## src/rtl/premac_pkg.sv

```systemverilog
package premac_pkg;

    typedef enum logic [1:0] {
        Z_NONE     = 2'b00,
        Z_FEEDBACK = 2'b01,
        Z_CDATA    = 2'b10,
        Z_SPARE    = 2'b11
    } zsel_e;

    typedef struct packed {
        logic  pre_sub;   // bit 5
        logic  pre_en;    // bit 4
        zsel_e zsel;      // bits 3:2
        logic  post_sub;  // bit 1
        logic  x_en;      // bit 0
    } op_t;

    localparam int OPW = $bits(op_t);

endpackage

```

## src/rtl/premac_stage.sv

```systemverilog
// One optional pipeline register: reset over enable over hold.
module premac_stage #(
    parameter int W  = 18,
    parameter int EN = 1
) (
    input  logic         clk,
    input  logic         ce,
    input  logic         rst,
    input  logic [W-1:0] d,
    output logic [W-1:0] q
);
    generate
        if (EN != 0) begin : g_reg
            logic [W-1:0] q_d, q_q;

            always_comb begin
                q_d = q_q;
                if (ce)  q_d = d;
                if (rst) q_d = '0;
            end

            always_ff @(posedge clk) begin
                q_q <= q_d;
            end

            assign q = q_q;
        end else begin : g_wire
            logic unused_ctl;
            assign unused_ctl = ^{clk, ce, rst};
            assign q = d;
        end
    endgenerate
endmodule

```

## src/rtl/premac_preadd.sv

```systemverilog
module premac_preadd #(
    parameter int W = 18
) (
    input  logic         pre_en,
    input  logic         pre_sub,
    input  logic [W-1:0] b_val,
    input  logic [W-1:0] d_val,
    output logic [W-1:0] sum
);
    always_comb begin
        if (!pre_en)      sum = b_val;
        else if (pre_sub) sum = d_val - b_val;
        else              sum = d_val + b_val;
    end
endmodule

```

## src/rtl/premac_postadd.sv

```systemverilog
module premac_postadd
    import premac_pkg::*;
#(
    parameter int MW = 36,
    parameter int PW = 48
) (
    input  logic                 x_en,
    input  logic                 post_sub,
    input  zsel_e                zsel,
    input  logic signed [MW-1:0] prod,
    input  logic [PW-1:0]        c_val,
    input  logic [PW-1:0]        fb_val,
    output logic [PW-1:0]        res
);
    logic [PW-1:0] x_term, z_term;

    always_comb begin
        x_term = x_en ? PW'(prod) : '0;
        unique case (zsel)
            Z_FEEDBACK: z_term = fb_val;
            Z_CDATA:    z_term = c_val;
            default:    z_term = '0;
        endcase
        res = post_sub ? (z_term - x_term) : (z_term + x_term);
    end
endmodule

```

## src/rtl/premac_slice.sv

```systemverilog
module premac_slice
    import premac_pkg::*;
#(
    parameter int AW    = 18,
    parameter int BW    = 18,
    parameter int PW    = 48,
    parameter int A0REG = 1,
    parameter int A1REG = 1,
    parameter int B1REG = 1,
    parameter int B0REG = 1,
    parameter int DREG  = 1,
    parameter int CREG  = 1,
    parameter int MREG  = 1,
    parameter int PREG  = 1
) (
    input  logic              clk,
    input  logic              ce_a,
    input  logic              rst_a,
    input  logic              ce_b,
    input  logic              rst_b,
    input  logic              ce_d,
    input  logic              rst_d,
    input  logic              ce_c,
    input  logic              rst_c,
    input  logic              ce_m,
    input  logic              rst_m,
    input  logic              ce_p,
    input  logic              rst_p,
    input  logic [OPW-1:0]    op_mode,
    input  logic [AW-1:0]     a_in,
    input  logic [BW-1:0]     b_in,
    input  logic [BW-1:0]     d_in,
    input  logic [PW-1:0]     c_in,
    output logic [PW-1:0]     p_out
);
    localparam int MW = AW + BW;

    op_t                  op;
    logic [AW-1:0]        a_mid, a_mul;
    logic [BW-1:0]        b_pre, d_pre, b_sum, b_mul;
    logic [PW-1:0]        c_post, p_next, fb;
    logic signed [AW-1:0] a_s;
    logic signed [BW-1:0] b_s;
    logic signed [MW-1:0] prod, m_q;

    assign op = op_t'(op_mode);

    // A path: two stages sharing one enable/reset pair
    premac_stage #(.W(AW), .EN(A0REG)) a0_i (
        .clk(clk), .ce(ce_a), .rst(rst_a), .d(a_in), .q(a_mid));
    premac_stage #(.W(AW), .EN(A1REG)) a1_i (
        .clk(clk), .ce(ce_a), .rst(rst_a), .d(a_mid), .q(a_mul));

    // B path: stage before and after the pre-adder
    premac_stage #(.W(BW), .EN(B1REG)) b1_i (
        .clk(clk), .ce(ce_b), .rst(rst_b), .d(b_in), .q(b_pre));
    premac_stage #(.W(BW), .EN(DREG)) d_i (
        .clk(clk), .ce(ce_d), .rst(rst_d), .d(d_in), .q(d_pre));

    premac_preadd #(.W(BW)) pre_i (
        .pre_en(op.pre_en), .pre_sub(op.pre_sub),
        .b_val(b_pre), .d_val(d_pre), .sum(b_sum));

    premac_stage #(.W(BW), .EN(B0REG)) b0_i (
        .clk(clk), .ce(ce_b), .rst(rst_b), .d(b_sum), .q(b_mul));

    // Signed multiply
    assign a_s  = a_mul;
    assign b_s  = b_mul;
    assign prod = MW'(a_s) * MW'(b_s);

    premac_stage #(.W(MW), .EN(MREG)) m_i (
        .clk(clk), .ce(ce_m), .rst(rst_m), .d(prod), .q(m_q));

    premac_stage #(.W(PW), .EN(CREG)) c_i (
        .clk(clk), .ce(ce_c), .rst(rst_c), .d(c_in), .q(c_post));

    // Feedback only exists when the result register is built
    generate
        if (PREG != 0) begin : g_fb
            assign fb = p_out;
        end else begin : g_nofb
            assign fb = '0;
        end
    endgenerate

    premac_postadd #(.MW(MW), .PW(PW)) post_i (
        .x_en(op.x_en), .post_sub(op.post_sub), .zsel(op.zsel),
        .prod(m_q), .c_val(c_post), .fb_val(fb), .res(p_next));

    premac_stage #(.W(PW), .EN(PREG)) p_i (
        .clk(clk), .ce(ce_p), .rst(rst_p), .d(p_next), .q(p_out));

endmodule

```

## config.mk

```make
export PLATFORM = sky130hd
export DESIGN_NAME = premac_slice
export DESIGN_NICKNAME = d
export VERILOG_FILES = /design/src/rtl/premac_pkg.sv /design/src/rtl/premac_stage.sv /design/src/rtl/premac_preadd.sv /design/src/rtl/premac_postadd.sv /design/src/rtl/premac_slice.sv
export SDC_FILE = /design/constraint.sdc
export NUM_CORES = 2
export LEC_CHECK = 0
export ABC_CLOCK_PERIOD_IN_PS = 8000
export BUFFER_PORTS_ARGS = -buffer_cell sky130_fd_sc_hd__buf_2
export CORE_MARGIN = 5
export CORE_UTILIZATION = 55
export CTS_CLUSTER_DIAMETER = 120
export DETAILED_ROUTE_END_ITERATION = 16
export GPL_ROUTABILITY_DRIVEN = 0
export PLACE_DENSITY = 0.75
export SLEW_MARGIN = 25
export SYNTH_ARGS = -nofsm -noshare
export SYNTH_HDL_FRONTEND = slang
export SYNTH_SLANG_ARGS = --single-unit
```

## constraint.sdc

```tcl
create_clock -name clk -period 8 [get_ports clk]
set_input_delay 0.4 -clock clk [delete_from_list [all_inputs] [get_ports clk]]
set_output_delay 0.4 -clock clk [all_outputs]
set_load 0.05 [all_outputs]
```

# ---- Word level (Yosys, flattened, before mapping)
# Index checks and enable logic that the tools add are counted.
# W data, S select, Z words.
dict set report word_totals {
  ff_bits 222
  inputBits 121
  output_inout_bits 48
}
dict set report classes {
  add_sub_neg 4
  multipliers 1
  eq_ne 2
  mux 5
}
# cell count
set op_table {}
lappend op_table {{$mux W48} 2}
lappend op_table {{$pmux W48 S2} 1}
lappend op_table {{$add A48 B48 Y48} 1}
lappend op_table {{$sub A48 B48 Y48} 1}
lappend op_table {{$mul A18 B18 Y36} 1}
lappend op_table {{$mux W18} 2}
lappend op_table {{$add A18 B18 Y18} 1}
lappend op_table {{$sub A18 B18 Y18} 1}
lappend op_table {{$eq A2 B1 Y1 const B} 1}
lappend op_table {{$eq A2 B2 Y1 const B} 1}

# ---- Depth between registers and ports, before layout
dict set report depth {
  word_depth 4
  ltp_mapped 26
  ltp_nobuf 24
}

# ---- Cells and area by module
# Synthesis repeated with hierarchy kept, for this count alone.
dict set report hier_totals {
  cells_unflattened 2948
  hier_area_um2 25992.4
}
# module n_inst cells_per_inst area_per_inst_um2 seq_area_each_um2
set by_module_without_submodules {}
lappend by_module_without_submodules {premac_slice 1 1324 12102.9 0.0}
lappend by_module_without_submodules {premac_postadd 1 713 4504.3 0.0}
lappend by_module_without_submodules {{premac_stage (c_i ...)} 2 155 1729.2 960.9}
lappend by_module_without_submodules {{premac_stage (a0_i ...)} 5 58 649.4 360.3}
lappend by_module_without_submodules {premac_preadd 1 195 1373.8 0.0}
lappend by_module_without_submodules {{premac_stage (m_i)} 1 116 1306.3 720.7}

# ---- Worst setup path after synthesis
# Ideal clock, no wire load.
dict set report synth_path {
  path_type {register to register}
  startpoint {reg a1_i.g_reg.q_q[10], in the netlist a1_i.q[10]}
  endpoint {reg m_i.g_reg.q_q[20], in the netlist m_i.q[20]}
  t_arrival_ns 6.332
  t_required_ns 7.884
  slack_ns 1.552
  path_stages_with_launch 23
  synth_period_minus_slack_ns 6.448
  cell_sequence {dfxtp_1 -> clkbuf_1 -> clkbuf_1 -> nand2_1 -> fa_1 -> fa_1 -> fa_1 -> fa_1 -> inv_1 -> fa_1 -> inv_1 -> fa_1 -> inv_1 -> ha_1 -> a21o_1 -> a21o_1 -> a2111o_1 -> a31o_2 -> a21o_1 -> a21o_1 -> a21oi_1 -> mux2_2 -> a31o_2}
}
dict set report synth_between {
  elab_chain_cells 1
}
# item line
set synth_lines {}
lappend synth_lines {{from (decl)} premac_stage.sv:14} ;# logic [W-1:0] q_d, q_q;
lappend synth_lines {{from (signal assigned)} premac_stage.sv:23} ;# q_q <= q_d;
lappend synth_lines {{$mul A18 B18 Y36} premac_slice.sv:70} ;# assign prod = MW'(a_s) * MW'(b_s);
lappend synth_lines {{to (signal assigned)} premac_stage.sv:23}
lappend synth_lines {{to (decl)} premac_stage.sv:14}
# No other way between the ends.
# A chain may end at the register's enable or synchronous reset.

# ---- Worst setup path in the final report
dict set report layout_path {
  startpoint {reg a1_i.g_reg.q_q[17], in the netlist a1_i.q[17]}
  endpoint {reg m_i.g_reg.q_q[35], in the netlist m_i.q[35]}
}
# The elaborated chain is that of the path after synthesis.

==> out/qor.yml <==
layout:
  layout_cells_sized_above_1: 0.08390
  area_delta_synth_final_pct: 7.779
  final_util: 0.5968
  final_cell_area_um2: 27670
  nets: 3682
  antenna_cells: 0
clocking:
  cts.sinks: 222
  post-cts-setup-buffers: 0
  cts_tree: "done"
  cts_htree_levels: 1
  number_of_cells_upsized_or_downsized_after_cts: 0
  cts.clk_slew.worst_paths_ns: 0.06
  cell_at_the_root_of_the_clock_tree: "clkbuf_16"
  cts_hold_repair.buffers: 0
  cts_inserted_buffers: 25
  clkLatencyLatePin_ns: 0.57
  ctsLongestPathBuffers: 3
routing:
  wl_per_cell_um: 17.75
  route.vias.total: 21140
  ant_nets: 0
  first_pass_detailed_route_iteration_total: 5
  drtIter0Drc: 1642
  wirelength_um: 65580
  drc_errors: 0
  avgViaCountPerCell: 5.722
timing:
  rsz0062_at_grt: "false"
  relSlewSlack: 0.3033
  timing.final.max_slew_violations: 0
  max_clk_rate_mhz: 141.5
  setup_viol_count_final: 0
  holdWs_ns: 0.06296
  fin_crit_sh: 0.8832
  count_of_final_hold_check_violations: 0
  clock_skew_ns: 0.03160
  post-route-min-period_ns: 7.066
  tns_ns: 0
  tightestPinTransition_ns: 1.045
worst_setup_path:
  required_ns: 8.42
  worst-path-max-fanout: 19
  cp_common_cell: "inv_1"
  critical_path_arrival_ns: 7.49
  cp_cell_sequence: "nand2_1 > inv_1 > fa_1 > inv_1 > fa_1 > inv_1 > ha_1 > inv_1 > fa_1 > inv_1 > fa_1 > inv_1 > fa_1 > inv_1 > ha_1 > and4_1 > nor2b_1 > a41oi_1 > o21ai_0 > o21ai_0 > a21oi_1 > o221ai_1 > nor4b_1 > nor4_1"
  timing.critical_path.from_type: "register"
  reg2reg_slack_ns: 0.93
  worst-setup-path-type: "register to register"
  critical-path-slowest-cell: "dfxtp_1"
  cp_slowest_stage_delay_ns: 0.74
  setup.worst_path.end_class: "register"
synthesis:
  synth.yosys.warnings: 0
  yosys.cell_count.top_type: "inv_1"
  synthesis.instances: 3022
  ys_ff_latch: 222
  asyncSetResetFlopFracSynth: 0
  postSynthNetCount: 3635
  number_of_distinct_standard_cells_referenced_by_the_synthesized_netlist: 78
  synth.top_cells.by_count: "inv_1 (417), nor2_1 (342), fa_1 (331)"
  synth-seq-area-share: 0.1731
  synth_top_area_frac: 0.2581
  mappedNetlistArea_um2: 25670
  synth_edf_count: 0
  synth.avg_cell_area_um2: 8.495
  synth_ff_type: "dfxtp_1"
  synth_top_cell_by_area: "fa_1"
  yosys-top-cells-area: "fa_1 (26%), dfxtp_1 (17%), ha_1 (7.8%), mux2i_1 (6.6%), inv_1 (6.1%)"
floorplanning:
  pin_count: 169
  number_of_placement_rows: 79
  initial_standard_cell_utilization_of_the_core: 0.5538
  core_region_area_um2: 46360
  dieArea_um2: 51090
  dieWidth_um: 226.0
  die_h_um: 226.0
global_route:
  grt_first_pass_wirelength_um: 108000
  grt_pass1_vias: 21600
  grt_antenna_before_repair: 0
  track_usage: 0.2548
  grt_max_degree: 60
  grt_remaining_overflow: 0
power:
  pwr_density_cell_nw_per_um2: 165.5
  p_leak_nw: 13.74
  power.total_mw: 4.579
  ir_drop_v: 0.0002085
placement:
  detailedPlacementHpwl_um: 51690
  place_area_um2: 26760
  count_of_buffers_from_port_buffering: 168
run_status:
  outcome: "finished clean"
min_path:
  timing.hold.worst.class: "input pin to register"
run:
  cap_viol_max_count: 0
## final timing paths
| kind | start | endpoint | depth (start not counted) |
|---|---|---|---|
| worst max-delay path | a1_i.q[17]$_SDFFE_PP0P_ | m_i.q[35]$_SDFFE_PP0P_ | 24 |
| worst min-delay path | c_in[13] | c_i.q[13]$_SDFFE_PP0P_ | 3 |
| worst max register to register | a1_i.q[17]$_SDFFE_PP0P_ | m_i.q[35]$_SDFFE_PP0P_ | 24 |
| worst min register to register | p_i.q[39]$_SDFFE_PP0P_ | p_i.q[39]$_SDFFE_PP0P_ | 2 |
## metal layers
layer  vias up  share of wire  GRT usage  wire length [um]
li1       9937              -          -                 -
met1     10130           0.42     0.3403             27260
met2       907           0.47     0.4322             30920
met3       158          0.079    0.04004              5182
met4         0          0.034    0.07394              2212
met5         -              0          0                 0
## cells by family (layout without fill, tap and decap cells)
| group | after synthesis | after routing | share of synthesized area |
|---|---|---|---|
| and+or+nand+nor | 977 | 977 | 0.1786 |
| buffers and inverters | 579 | 644 | 0.08505 |
| adders and majority gates | 492 | 492 | 0.3366 |
| AOI/OAI and AO/OA | 480 | 480 | 0.1248 |
| DFF | 222 | 222 | 0.1731 |
| muxes | 169 | 169 | 0.06595 |
| xor gates and xnor gates | 103 | 103 | 0.03587 |
## layout by cell type, fill, tap and decap left out, types with 6 or more instances in the layout
master,count
xnor2_1,59
a211oi_1,25
nand3_1,30
o22ai_1,7
nand2b_1,7
o21a_1,17
fa_1,331
nand4_1,12
o21bai_1,14
nor3_1,45
o22a_1,6
inv_1,417
a31o_2,11
nand3b_1,11
o31ai_1,7
a21o_1,53
a21boi_0,8
nor2b_1,12
nor2_1,342
a21oi_1,137
or3_1,15
mux2i_1,168
and2_1,172
buf_4,14
o2111ai_1,6
o21ai_0,64
a22oi_1,49
and3_1,17
clkbuf_16,25
dfxtp_1,222
nand2_1,266
nor4_1,12
o211ai_1,15
ha_1,161
a31oi_1,13
xor2_1,43
buf_2,168
or2_2,11
## area by class of cell
type,count,area (um2)
inverter,417,1565
tap,607,759.5
clock inverter,13,217.7
fill,3984,18690
timing repair buffer,182,945.9
sequential,222,4444
multi-input combinational,2221,19040
clock buffer,32,691.9
## worst max-delay path: cells and delay by family (launching register included)
| family | cells | cell delay [ns] |
|---|---|---|
| fa+ha+maj | 7 | 3.21 |
| compound gates | 5 | 1.17 |
| simple gates | 5 | 0.96 |
| buf+inv | 7 | 0.85 |
| flops | 1 | 0.74 |
## report_power, final
part,internal (mW),switching (mW)
combinational,0.727,1.19
sequential,1.22,0.171
clock,0.777,0.490
## metrics by stage
step | worst slack (ns) | cells
floorplan | 1.552 | 3022
global placement | 1.278 | 3649
detailed placement | 1.058 | 3649
CTS | 1.083 | 3694
global route | 0.4712 | 3694
finish | 0.9341 | 3694
## flip-flops by register name, indices dropped and copies added, names as in the netlist
| register | flops |
|---|---|
| c_i.q | 48 |
| p_i.q | 48 |
| m_i.q | 36 |
| a0_i.q | 18 |
| a1_i.q | 18 |
| b0_i.q | 18 |
| b1_i.q | 18 |
| d_i.q | 18 |
(Power assumes the default switching activity.)
